[src/rtl/cal_sched_pkg.sv]
// Package: shared types for the calibration sequencer.
// Assumes: nothing beyond IEEE 1800-2017.
package cal_sched_pkg;

    // Sequencer phase.
    typedef enum logic [1:0] {
        SEQ_IDLE = 2'd0,
        SEQ_RUN  = 2'd1,
        SEQ_DONE = 2'd2
    } seq_state_t;

endpackage

[src/rtl/cal_slot_timer.sv]
// Module: cal_slot_timer
// Counts the cycles of one slot: 2^TRIM_W trim cycles followed by one
// clear cycle. Flags the trim phase and the final cycle of the slot.
// Assumes: restart_i has priority over run_i; the counter holds when idle.
module cal_slot_timer #(
    parameter int TRIM_W = 5
) (
    input  logic clk,
    input  logic rst_n,
    input  logic restart_i,
    input  logic run_i,
    output logic trim_phase_o,
    output logic slot_last_o
);
    localparam int TRIM_CYC = 1 << TRIM_W;
    localparam int SLOT_LEN = TRIM_CYC + 1;
    localparam int CNT_W    = $clog2(SLOT_LEN);
    localparam logic [CNT_W-1:0] LAST_VAL = CNT_W'(SLOT_LEN - 1);
    localparam logic [CNT_W-1:0] TRIM_VAL = CNT_W'(TRIM_CYC);

    logic [CNT_W-1:0] slot_q;

    // Slot cycle counter: wraps at the end of each slot while running.
    always_ff @(posedge clk) begin
        if (!rst_n) begin
            slot_q <= '0;
        end else if (restart_i) begin
            slot_q <= '0;
        end else if (run_i) begin
            slot_q <= (slot_q == LAST_VAL) ? '0 : slot_q + 1'b1;
        end
    end

    assign trim_phase_o = run_i && (slot_q < TRIM_VAL);
    assign slot_last_o  = run_i && (slot_q == LAST_VAL);

    // the counter never passes the clear cycle.
    p_slot_bound_r3: assert property (@(posedge clk) disable iff (!rst_n)
        slot_q <= LAST_VAL);

    // a running slot steps by one or wraps from its last cycle.
    p_slot_step_r3: assert property (@(posedge clk) disable iff (!rst_n)
        (run_i && !restart_i && !slot_last_o) |=> (slot_q == $past(slot_q) + 1'b1));

endmodule

[src/rtl/cal_index_ctr.sv]
// Module: cal_index_ctr
// Holds the slot index, which is the tree-ordered comparator number.
// Advances by one per slot and wraps back to 0 after the last slot.
// Assumes: advance_i pulses once, in the clear cycle of each slot.
module cal_index_ctr #(
    parameter int IDX_W = 7
) (
    input  logic             clk,
    input  logic             rst_n,
    input  logic             restart_i,
    input  logic             advance_i,
    output logic [IDX_W-1:0] idx_o,
    output logic             idx_last_o
);
    // Index register: cleared on start, stepped at each slot end.
    always_ff @(posedge clk) begin
        if (!rst_n) begin
            idx_o <= '0;
        end else if (restart_i) begin
            idx_o <= '0;
        end else if (advance_i) begin
            idx_o <= idx_o + 1'b1;
        end
    end

    assign idx_last_o = &idx_o;

    // an advance moves the index to the next comparator.
    p_idx_step_r4: assert property (@(posedge clk) disable iff (!rst_n)
        (advance_i && !restart_i) |=> (idx_o == $past(idx_o) + 1'b1));

    // without an advance or a restart the index holds.
    p_idx_hold_r4: assert property (@(posedge clk) disable iff (!rst_n)
        (!advance_i && !restart_i) |=> $stable(idx_o));

endmodule

[src/rtl/cal_thresh_map.sv]
// Module: cal_thresh_map
// Turns a tree-ordered comparator number into the reference DAC code of
// its threshold: depth d from the top set bit, position p below it,
// code = (2p+1) << (IDX_W-1-d), offset binary with mid-scale as zero.
// Assumes: index 0 maps to code 0 (no comparator).
module cal_thresh_map #(
    parameter int IDX_W = 7
) (
    input  logic [IDX_W-1:0] idx_i,
    output logic [IDX_W-1:0] code_o
);
    localparam int DEP_W = (IDX_W > 1) ? $clog2(IDX_W) : 1;

    logic [DEP_W-1:0] depth;
    logic [DEP_W-1:0] shamt;
    logic [IDX_W-1:0] pos;
    logic [IDX_W:0]   wide;

    // Find the tree depth from the highest set bit of the index.
    always_comb begin
        depth = '0;
        for (int d = 0; d < IDX_W; d++) begin
            if (idx_i[d]) depth = DEP_W'(d);
        end
    end

    // Strip the leading bit to get the position, then place 2p+1.
    always_comb begin
        pos   = idx_i ^ (IDX_W'(1) << depth);
        shamt = DEP_W'(IDX_W - 1) - depth;
        wide  = {pos, 1'b1} << shamt;
        code_o = (idx_i == '0) ? '0 : wide[IDX_W-1:0];
    end

endmodule

[src/rtl/cal_sel_decode.sv]
// Module: cal_sel_decode
// One-hot clock-enable decode of the comparator index. Line 0 exists for
// alignment only and is never driven high (index 0 has no comparator).
// Assumes: en_i is high only during trim cycles.
module cal_sel_decode #(
    parameter int IDX_W = 7,
    parameter int NSEL  = 1 << IDX_W
) (
    input  logic [IDX_W-1:0] idx_i,
    input  logic             en_i,
    output logic [NSEL-1:0]  sel_o
);
    assign sel_o[0] = 1'b0;

    // One enable line per comparator, active for its own index only.
    for (genvar k = 1; k < NSEL; k++) begin : g_line
        assign sel_o[k] = en_i && (idx_i == IDX_W'(k));
    end

endmodule

[src/rtl/cal_scheduler.sv]
// Module: cal_scheduler (top)
// Sequences calibration of every comparator in tree order, one fixed
// slot each, with a shared trim counter cleared at the end of each slot.
// Drives the select, DAC code, trim direction, trim clear, coarse bypass
// and the done flag.
// Assumes: cal_start is honoured only when idle or done.
module cal_scheduler #(
    parameter int IDX_W  = 7,
    parameter int TRIM_W = 5
) (
    input  logic                    clk,
    input  logic                    rst_n,
    input  logic                    cal_start,
    output logic [(1<<IDX_W)-1:0]   cal_sel,
    output logic [IDX_W-1:0]        dac_code,
    output logic                    trim_up,
    output logic                    trim_clr,
    output logic                    coarse_bypass,
    output logic                    cal_done
);
    import cal_sched_pkg::*;

    localparam int NSEL = 1 << IDX_W;

    seq_state_t       st_q;
    seq_state_t       st_d;
    logic             running;
    logic             take_start;
    logic             trim_phase;
    logic             slot_last;
    logic             idx_last;
    logic             run_end;
    logic [IDX_W-1:0] idx;

    assign running    = (st_q == SEQ_RUN);
    assign take_start = cal_start && !running;
    assign run_end    = slot_last && idx_last;

    // Next phase: start from idle or done, finish after the last slot.
    always_comb begin
        st_d = st_q;
        unique case (st_q)
            SEQ_IDLE: if (cal_start) st_d = SEQ_RUN;
            SEQ_RUN:  if (run_end)   st_d = SEQ_DONE;
            SEQ_DONE: if (cal_start) st_d = SEQ_RUN;
            default:  st_d = SEQ_IDLE;
        endcase
    end

    // Phase register.
    always_ff @(posedge clk) begin
        if (!rst_n) st_q <= SEQ_IDLE;
        else        st_q <= st_d;
    end

    cal_slot_timer #(.TRIM_W(TRIM_W)) u_timer (
        .clk          (clk),
        .rst_n        (rst_n),
        .restart_i    (take_start),
        .run_i        (running),
        .trim_phase_o (trim_phase),
        .slot_last_o  (slot_last)
    );

    cal_index_ctr #(.IDX_W(IDX_W)) u_index (
        .clk        (clk),
        .rst_n      (rst_n),
        .restart_i  (take_start),
        .advance_i  (slot_last),
        .idx_o      (idx),
        .idx_last_o (idx_last)
    );

    cal_thresh_map #(.IDX_W(IDX_W)) u_map (
        .idx_i  (idx),
        .code_o (dac_code)
    );

    cal_sel_decode #(.IDX_W(IDX_W), .NSEL(NSEL)) u_decode (
        .idx_i (idx),
        .en_i  (trim_phase),
        .sel_o (cal_sel)
    );

    assign trim_up       = ~idx[0];
    assign trim_clr      = slot_last;
    assign coarse_bypass = running;
    assign cal_done      = (st_q == SEQ_DONE);

    // at most one comparator is enabled at a time.
    p_sel_onehot_r5: assert property (@(posedge clk) disable iff (!rst_n)
        $onehot0(cal_sel));

    // no comparator is enabled during the clear cycle.
    p_clr_quiet_r3: assert property (@(posedge clk) disable iff (!rst_n)
        trim_clr |-> (cal_sel == '0));

    // a select only appears while the coarse stage is bypassed.
    p_sel_bypass_r8: assert property (@(posedge clk) disable iff (!rst_n)
        (cal_sel != '0) |-> coarse_bypass);

    // the DAC code holds for the whole slot.
    p_dac_stable_r6: assert property (@(posedge clk) disable iff (!rst_n)
        (coarse_bypass && !trim_clr) |=> $stable(dac_code));

    // the root (odd index) trims downward, its left child upward.
    p_dir_r7: assert property (@(posedge clk) disable iff (!rst_n)
        (cal_sel[1] |-> !trim_up) and (cal_sel[2] |-> trim_up));

    // a start inside a run does not end or restart it.
    p_start_ignored_r2: assert property (@(posedge clk) disable iff (!rst_n)
        (running && cal_start && !run_end) |=> (coarse_bypass && !cal_done));

    // after the last clear cycle the run hands over to done.
    p_finish_r9: assert property (@(posedge clk) disable iff (!rst_n)
        (running && run_end) |=> (cal_done && !coarse_bypass && dac_code == '0));

endmodule

[config.mk]
export PLATFORM = sky130hd
export DESIGN_NAME = cal_scheduler
export DESIGN_NICKNAME = d
export VERILOG_FILES = /design/src/rtl/cal_sched_pkg.sv /design/src/rtl/cal_slot_timer.sv /design/src/rtl/cal_index_ctr.sv /design/src/rtl/cal_thresh_map.sv /design/src/rtl/cal_sel_decode.sv /design/src/rtl/cal_scheduler.sv
export SDC_FILE = /design/constraint.sdc
export NUM_CORES = 1
export LEC_CHECK = 0
export ABC_AREA = 1
export ABC_CLOCK_PERIOD_IN_PS = 6200
export BUFFER_PORTS_ARGS = -buffer_cell sky130_fd_sc_hd__buf_2
export CAP_MARGIN = 30
export CORE_MARGIN = 5
export CORE_UTILIZATION = 25
export DETAILED_ROUTE_END_ITERATION = 7
export PLACE_DENSITY = 0.62
export SETUP_SLACK_MARGIN = 0.15
export SLEW_MARGIN = 20
export SYNTH_ARGS = -nofsm -noshare
export SYNTH_HDL_FRONTEND = slang
export SYNTH_SLANG_ARGS = --single-unit
[constraint.sdc]
create_clock -name clk -period 6.2 [get_ports clk]
set_input_delay 1.55 -clock clk [delete_from_list [all_inputs] [get_ports clk]]
set_output_delay 1.55 -clock clk [all_outputs]
set_load 0.02 [all_outputs]
After elaboration in Yosys (flattened, before gate mapping) --
Cells that the tools add are included.
Cells by class: add/sub/neg operators 3, order comparisons 1, eq/ne operators 132, shifts and indexed selects 2, muxes and demuxes 11, bitwise gates (word level) 3, reductions and logical operators 138
Operators by type and width (count):
- 7-bit equality test (second input constant) | 64
- 7-bit by 6-bit equality test with 1-bit output (second input constant) | 32
- 1-bit logical AND | 131
- 7-bit by 5-bit equality test with 1-bit output (second input constant) | 16
- 7-bit by 4-bit equality test with 1-bit output (second input constant) | 8
- 7-bit by 3-bit equality test with 1-bit output (second input constant) | 4
- 7-bit by 2-bit equality test with 1-bit output (second input constant) | 2
- 3-bit 2-to-1 mux | 3
- 2-bit 2-to-1 mux | 4
- 8-bit by 3-bit left shift with 7-bit output | 1
- 7-bit by 1-bit adder with 7-bit output (second input constant) | 1
- 7-bit by 1-bit equality test with 1-bit output (second input constant) | 1
- 7-bit zero test | 1
- 7-bit 2-to-1 mux | 1
- 7-bit AND reduction | 1
- 1-bit by 3-bit left shift with 7-bit output (first input constant) | 1
- 7-bit XOR | 1
- 6-bit by 1-bit adder with 6-bit output (second input constant) | 1
- 6-bit equality test (second input constant) | 1
- 6-bit less-than comparator (second input constant) | 1
- 6-bit 2-to-1 mux | 1
- 2-bit by 1-bit != test with 1-bit output (second input constant) | 2
- 2-bit case mux with 2 select lines | 1
- 2-bit OR reduction | 2
- 8 further kinds | 9
Word-level totals: register bits after elaboration 15, bits of input ports 3, output and inout port bits 139, logic and storage cells 293

Logic depth before layout (Yosys ltp) --
Gate-level depths: netlist of the first run.
depth in word-level cells 10, gate-level depth with buffers 15

Cells and area by module --
A second synthesis of the first run with hierarchy kept.
Unflattened totals: cell total of the unflattened synthesis 399, area, all modules 2085.8 um^2
By module, submodules not included:
- cal_sel_decode | instances 1, cells an instance 197, area an instance 807.0 um^2, seq. area each 0.0 um^2
- cal_thresh_map | instances 1, cells an instance 88, area an instance 506.7 um^2, seq. area each 0.0 um^2
- cal_slot_timer | instances 1, cells an instance 50, area an instance 336.6 um^2, seq. area each 120.1 um^2
- cal_index_ctr | instances 1, cells an instance 46, area an instance 324.1 um^2, seq. area each 140.1 um^2
- cal_scheduler | instances 1, cells an instance 18, area an instance 111.4 um^2, seq. area each 40.0 um^2

Least setup slack after synthesis of the first run --
Ideal clock, no wire load.
kind register -> output, from register u_index.idx_o[3], to output dac_code[5], arrival time 1889 ps, data required time 4650 ps, path slack 2761 ps, stages on the path, launching flop included 11, cell sequence dfxtp_1 > nor2_1 > inv_1 > a21oi_1 > inv_1 > ha_1 > buf_2 > inv_1 > nand3_2 > nand3_1 > a21oi_2
On the way: word-level cells in the longest chain between the ends 8
RTL lines:
- from (decl) | RTL line cal_index_ctr.sv:12 | output logic [IDX_W-1:0] idx_o,
- from (signal assigned) | RTL line cal_index_ctr.sv:22 | idx_o <= idx_o + 1'b1;
- parallel branches: the longest is 7 deep, another holds 3-bit subtractor
- 7-bit 2-to-1 mux (*) | RTL line cal_thresh_map.sv:32 | code_o = (idx_i == '0) ? '0 : wide[IDX_W-1:0];
- to (decl) | RTL line cal_scheduler.sv:15 | output logic [IDX_W-1:0] dac_code,
Every way passes the cells marked *.

Worst setup path after layout of the first run --
Same ends and word-level chain as after synthesis.

==> impl_metrics.env, run 1 <==
export IMPL_synth_largest_area_cell="nor2_1"
export IMPL_synth_top_family_by_area="simple AND/OR/NAND/NOR gates"
export IMPL_worstMarginPinSlew_ns=0.823
export IMPL_antenna_found_initial=0
export IMPL_muxShareOfSynthArea_pct=0
export IMPL_synth_area_mm2=0.00198
export IMPL_grt_pass1_wl_mm=12.2
export IMPL_arrival_ns=2.46
export IMPL_yosysSeqAreaShare_pct=15.1
export IMPL_numCtsBuffers=3
export IMPL_hold_violations=0
export IMPL_crit_path_start_kind="flop"
export IMPL_min_from="u_timer.slot_q[0]"
export IMPL_setup_tns_final_ns=0
export IMPL_ys_types=32
export IMPL_die_w_um=99.1
export IMPL_whs_endpoint="u_timer.slot_q[0]"
export IMPL_crit_top_cell="inv_1"
export IMPL_grt_max_degree=21
export IMPL_required_ns=4.65
export IMPL_synthAdderAreaFrac_pct=6.94
export IMPL_initial_utilization_pct=25.7
export IMPL_cts_root_buf="clkbuf_8"
export IMPL_ys_ff_latch=15
export IMPL_wl_per_cell_um=13.6
export IMPL_pin_count=142
export IMPL_cts_path_max_buffers=2
export IMPL_num_nets_final=504
export IMPL_ant_nets=0
export IMPL_area_growth_pct=40.0
export IMPL_finalClockSkew_ns=0.000781
export IMPL_grt_usage_pct=15.2
export IMPL_seq_power_share_pct=50.8
export IMPL_crit_fanout=10
export IMPL_clkLatencyLatePin_ns=0.24
export IMPL_vias=2689
export IMPL_route_final_wire_length_mm=8.02
export IMPL_fp_dieH_um=99.1
export IMPL_htreeDepth=1
export IMPL_clock_sinks=15
export IMPL_intPower_mw=0.147
export IMPL_hold_class="reg -> reg"
export IMPL_postCtsSetupBuffers=0
export IMPL_synth_top_area_share_pct=27.0
export IMPL_switching_share_pct=24.0
export IMPL_design_core_area_mm2=0.00773
export IMPL_r2r_start="u_timer.slot_q[0]"
export IMPL_crit_type="reg -> out"
export IMPL_startpoint="u_index.idx_o[3]"
export IMPL_synth_cells=358
export IMPL_cts_tree="yes"
export IMPL_drive_above_1_share_pct=37.4
export IMPL_rr_endpoint="u_index.idx_o[5]"
export IMPL_relSlewSlack_pct=45.0
export IMPL_crit_path_max_incr_delay_ns=0.48
export IMPL_synth_most_common_cell="nor2_1"
export IMPL_fmax_ghz=0.249
export IMPL_p_per_area_mw_per_mm2=69.7
export IMPL_drc=0
export IMPL_grt_setup_unrepaired="false"
export IMPL_netlist_top_cells_area="nor2_1 (27%), dfxtp_1 (15%), nand2_1 (9.6%)"
export IMPL_place_ws_ns=2.46
export IMPL_p_clk_share_pct=40.8
export IMPL_drt_iter0_drc=111
export IMPL_synthXorXnorAreaFrac_pct=0.441
export IMPL_combPwrFrac_pct=8.4
export IMPL_port_buffers=140
export IMPL_fin_total_pwr_mw=0.194
export IMPL_gp_congestion=0.863
export IMPL_diodes=0
export IMPL_yosysWarningCount=0
export IMPL_setup_viol=0
export IMPL_post_route_period_util_pct=64.7
export IMPL_ys_async_sr_fraction_pct=0
export IMPL_synth_simple_area_share_pct=57.4
export IMPL_fin_crit_ns=4.01
export IMPL_synth_common_cells="nor2_1 (143), nand2_1 (51), inv_1 (28)"
export IMPL_ff2ff_path_depth=9
export IMPL_cp_slowest_cell="ha_1"
export IMPL_p_leak_nw=1.49
export IMPL_placementRows=32
export IMPL_synth_compound_area_share_pct=8.89
export IMPL_firstDrtPassIters=4
export IMPL_syn_avg_cell_area_um2=5.54
export IMPL_synthFlopType="dfxtp_1"
export IMPL_dp_hpwl_mm=6.14
export IMPL_layout_setup_ws_ns=2.19
export IMPL_drv_slew=0
export IMPL_path_cells="nor2_1 > inv_1 > a21oi_1 > inv_1 > ha_1 > inv_1 > nand3_2 > nand3_1 > a21oi_2 > buf_2"
export IMPL_rrSetupSlack_ns=4.68
export IMPL_vias_per_cell=4.55
export IMPL_max_cap_viol_count=0
export IMPL_dieArea_mm2=0.00982
export IMPL_end_kind="output pin"
export IMPL_switching_power_mw=0.0465
export IMPL_first_global_vias=2412
export IMPL_synth_nets=372
export IMPL_clk_pin_slew_ns=0.06
export IMPL_worst_ir_drop_vdd_uv=57.6
export IMPL_min_path_cells=2
export IMPL_status="finished clean"
export IMPL_cts_resized=0
export IMPL_synth_edf_count=0
export IMPL_grt_overflow_total=0
export IMPL_holdBufCountCts=0
==> layout make-up <==
type,count,area [um^2]
clock buffers,4,45.0
fillers,840,4950
inverters,36,140
multi-input cells,294,1470
flip-flops and latches,15,300
well taps,102,128
repair buffers,140,701
==> metal layers <==
| metal | wire, um | part of all wire (%) | track usage (%) | vias up |
|---|---|---|---|---|
| met4 | 150 | 1.9 | 3.89 | 0 |
| li1 | - | - | - | 1366 |
| met5 | 0 | 0 | 0 | - |
| met2 | 3900 | 49 | 27.8 | 122 |
| met1 | 3200 | 40 | 18.2 | 1189 |
| met3 | 769 | 9.6 | 2.45 | 12 |
==> stage by stage <==
step	instances	cell area, um^2	hold slack, ns	utilization [%]
finish	591	2780	0.494	36.0
detailed placement	587	2730	0.485	35.4
global route	591	2780	0.530	36.0
global placement	587	2730	0.469	35.4
CTS	591	2780	0.494	36.0
floorplan	358	1980	0.458	-
==> worst max-delay path, delay by kind of cell, from the launching register on <==
kind                     cells  cell delay [ns]
buffers and inverters        4             0.51
AND/OR/NAND/NOR              3             0.49
adder cells (fa/ha/maj)      1             0.48
flip-flops                   1             0.38
AO/OA/AOI/OAI                2             0.37
==> power groups by stage <==
stage,registers [mW],logic [mW],clock network [mW]
floorplan,0.100,0.0125,0
global placement,0.100,0.0160,0
detailed placement,0.101,0.0163,0
CTS,0.0983,0.0164,0.0808
global route,0.0985,0.0183,0.0847
finish,0.0984,0.0162,0.0790
==> how the worst max path moves through the flow <==
stage | end | slack (ns) | depth (start not counted)
after floorplan | dac_code[5] | 2.76 | 10
after detailed placement | dac_code[5] | 2.46 | 10
final | dac_code[5] | 2.19 | 10
after global routing | dac_code[4] | 1.93 | 12
after CTS | dac_code[5] | 2.19 | 10
after global placement | dac_code[5] | 2.54 | 10
==> cell families after synthesis <==
logic type,after synthesis
adders and majority gates,11
buffers and inverters,49
and+or+nand+nor,252
xor gates and xnor gates,1
AOI/OAI and AO/OA,29
DFF,15
other,1
==> flip-flops by register name, summed over array words and instances (netlist names) <==
register and cells:
u_timer.slot_q 6, st_q 2, u_index.idx_o 7
==> placed cells by master (no fill, tap or decap) <==
master | Yosys | final
clkbuf_1 | 1 | 1
nand3_1 | 19 | 19
nand3b_1 | 1 | 1
o211a_1 | 1 | 1
nor3b_1 | 2 | 2
xor2_1 | 1 | 1
clkinv_4 | 1 | 1
nor2_2 | 1 | 1
ha_1 | 11 | 11
nor2_1 | 143 | 143
nand2_1 | 51 | 51
a21oi_2 | 2 | 2
and2_1 | 1 | 1
o21ai_0 | 8 | 8
conb_1 | 1 | 1
buf_2 | 9 | 140
nand2_2 | 10 | 10
nor3_1 | 5 | 5
a21oi_1 | 12 | 12
or2_4 | 1 | 1
o21ai_2 | 5 | 5
nand2_8 | 1 | 1
inv_2 | 7 | 7
o21ai_1 | 1 | 1
inv_1 | 28 | 28
nor2_4 | 7 | 7
dfxtp_1 | 15 | 15
clkbuf_8 | 0 | 3
nand2_4 | 3 | 3
nand3_2 | 2 | 2
nand4_1 | 5 | 5
Power figures use the tool's default switching activity.
==> run 2, diff against run 1 <==
ABC_CLOCK_PERIOD_IN_PS = 3300   (was 6200)
PLACE_DENSITY = 0.64   (was 0.62)
clock period = 3.3 ns   (was 6.2 ns; I/O delays follow)
==> run 2 against run 1 <==
Via count is 0.60% lower; flip-flop and latch count stayed put; clock power is 86% higher; global-route usage is 0.26 points lower; critical endpoint unchanged; critical path depth is 5 higher; power is 86% higher; cell count is 0.51% higher; wire length is 1.3% lower; clock skew is 0.0029 ns higher; final area is 1.6% higher; register-to-register slack worse by 3.0 ns.
==> impl_metrics.env, run 2 (synthesis results as in run 1) <==
export IMPL_route_final_wire_length_mm=7.92
export IMPL_layout_commonest_cell="nor2_1"
export IMPL_fmax_ghz=0.337
export IMPL_crit_path_max_incr_delay_ns=0.37
export IMPL_numCtsBuffers=3
export IMPL_htreeDepth=1
export IMPL_wl_per_cell_um=13.3
export IMPL_design_core_area_mm2=0.00773
export IMPL_grt_pass1_wl_mm=12.1
export IMPL_worst_ir_drop_vdd_uv=149
export IMPL_crit_path_start_kind="flop"
export IMPL_cts_resized=0
export IMPL_placementRows=32
export IMPL_vias_per_cell=4.50
export IMPL_fin_crit_ns=2.97
export IMPL_crit_fanout=14
export IMPL_diodes=0
export IMPL_gp_congestion=0.854
export IMPL_regMostFlops="u_index.idx_o"
export IMPL_initial_utilization_pct=25.7
export IMPL_dieArea_mm2=0.00982
export IMPL_whs_ns=0.501
export IMPL_drc=0
export IMPL_first_global_vias=2360
export IMPL_cp_num_buf_inv=4
export IMPL_grt_setup_unrepaired="false"
export IMPL_port_buffers=140
export IMPL_crit_type="reg -> out"
export IMPL_cts_path_max_buffers=2
export IMPL_setup_viol=0
export IMPL_drive_above_1_share_pct=39.6
export IMPL_post_route_period_util_pct=90.0
export IMPL_rrSetupSlack_ns=1.69
export IMPL_stdcell_count=594
export IMPL_reg_top3="u_index.idx_o: 7 flops, u_timer.slot_q: 6 flops, st_q: 2 flops"
export IMPL_layout_setup_ws_ns=0.330
export IMPL_cp_slowest_cell="dfxtp_4"
export IMPL_cts_root_buf="clkbuf_8"
export IMPL_num_nets_final=507
export IMPL_clk_pin_slew_ns=0.06
export IMPL_largest_reg_flops=7
export IMPL_fillers=866
export IMPL_critPathTopFamily="simple AND/OR/NAND/NOR gates"
export IMPL_setup_tns_final_ns=0
export IMPL_path_cells="inv_4 > nand2_4 > inv_2 > nand2_4 > nand2_8 > clkinv_4 > ha_1 > nand2_1 > nand2_1 > nor2_1 > nand3_1 > nand3_1 > nand3_1 > a21oi_2 > buf_2"
export IMPL_hold_violations=0
export IMPL_p_leak_nw=1.51
export IMPL_pin_count=142
export IMPL_arrival_ns=2.15
export IMPL_holdBufCountCts=0
export IMPL_p_per_area_mw_per_mm2=128
export IMPL_finalClockSkew_ns=0.00369
export IMPL_hold_class="reg -> reg"
export IMPL_grt_usage_pct=14.9
export IMPL_max_cap_viol_count=0
export IMPL_seq_area_um2=312
export IMPL_ant_nets=0
export IMPL_most_common_layout_cells="nor2_1 (143), buf_2 (140), nand2_1 (50)"
export IMPL_status="finished clean"
export IMPL_cts_tree="yes"
export IMPL_clock_sinks=15
export IMPL_place_ws_ns=0.436
export IMPL_relSlewSlack_pct=48.1
export IMPL_area_growth_pct=42.3
export IMPL_antenna_found_initial=0
export IMPL_clkLatencyLatePin_ns=0.24
export IMPL_firstDrtPassIters=5
export IMPL_end_kind="output pin"
export IMPL_grt_overflow_total=0
export IMPL_postCtsSetupBuffers=0
export IMPL_drt_iter0_drc=148
export IMPL_required_ns=2.47
export IMPL_fin_total_pwr_mw=0.360
export IMPL_fp_dieH_um=99.1
export IMPL_multi_input_area_mm2=0.00147
export IMPL_grt_max_degree=21
export IMPL_die_w_um=99.1
export IMPL_crit_top_cell="nand3_1"
export IMPL_dp_cells=590
export IMPL_drv_slew=0
export IMPL_worstMarginPinSlew_ns=0.776
export IMPL_vias=2673
export IMPL_dp_hpwl_mm=6.22
## run 2: cell count changes in the layout (fill, tap and decap cells not counted), moves of 2 or more
| cell | previous run | this run |
|---|---|---|
| dfxtp_2 | 0 | 3 |
| dfxtp_4 | 0 | 2 |
| buf_4 | 0 | 3 |
| dfxtp_1 | 15 | 10 |
## run 2: metrics by stage
step,utilization [%],area [um^2]
after floorplan,-,1980
after detailed placement,35.7,2760
after CTS,36.3,2800
after global routing,36.5,2820
final,36.5,2820
after global placement,35.7,2760
## run 2: area by class of cell
class / instances / area share (%)
well taps: 102 / 4.52
multi-input cells: 294 / 52.2
clock buffers: 4 / 1.60
repair buffers: 143 / 25.6
inverters: 36 / 5.05
flip-flops and latches: 15 / 11.0
## run 2: power breakdown
group / internal [mW] / switching, mW / leakage [nW]
registers: 0.181 / 0.00174 / 0.124
logic: 0.00785 / 0.0224 / 1.36
clock network: 0.0854 / 0.0612 / 0.0228
total: 0.275 / 0.0854 / 1.51
## run 2: final timing paths
kind / startpoint / endpoint / cells past startpoint
hold / removal: u_timer.slot_q[1] / u_timer.slot_q[1] / 2
hold reg to reg: u_timer.slot_q[1] / u_timer.slot_q[1] / 2
setup / recovery: u_index.idx_o[6] / dac_code[5] / 15
setup reg to reg: u_timer.slot_q[0] / u_index.idx_o[5] / 9
## run 2: metal layers
metal,GRT usage (%),routed length [um]
met3,4.21,788
met4,3.26,127
met2,27.0,3840
met5,0,0
met1,17.3,3170
## run 2: worst reg2reg max path, cell delays in order, from the launching register on
cell	delay, ns
dfxtp_1	0.33
inv_1	0.10
ha_1	0.16
nand4_1	0.12
nor2_2	0.24
nand2_1	0.13
nor3_1	0.25
nand2_1	0.08
nand2_1	0.06
nor2_1	0.04
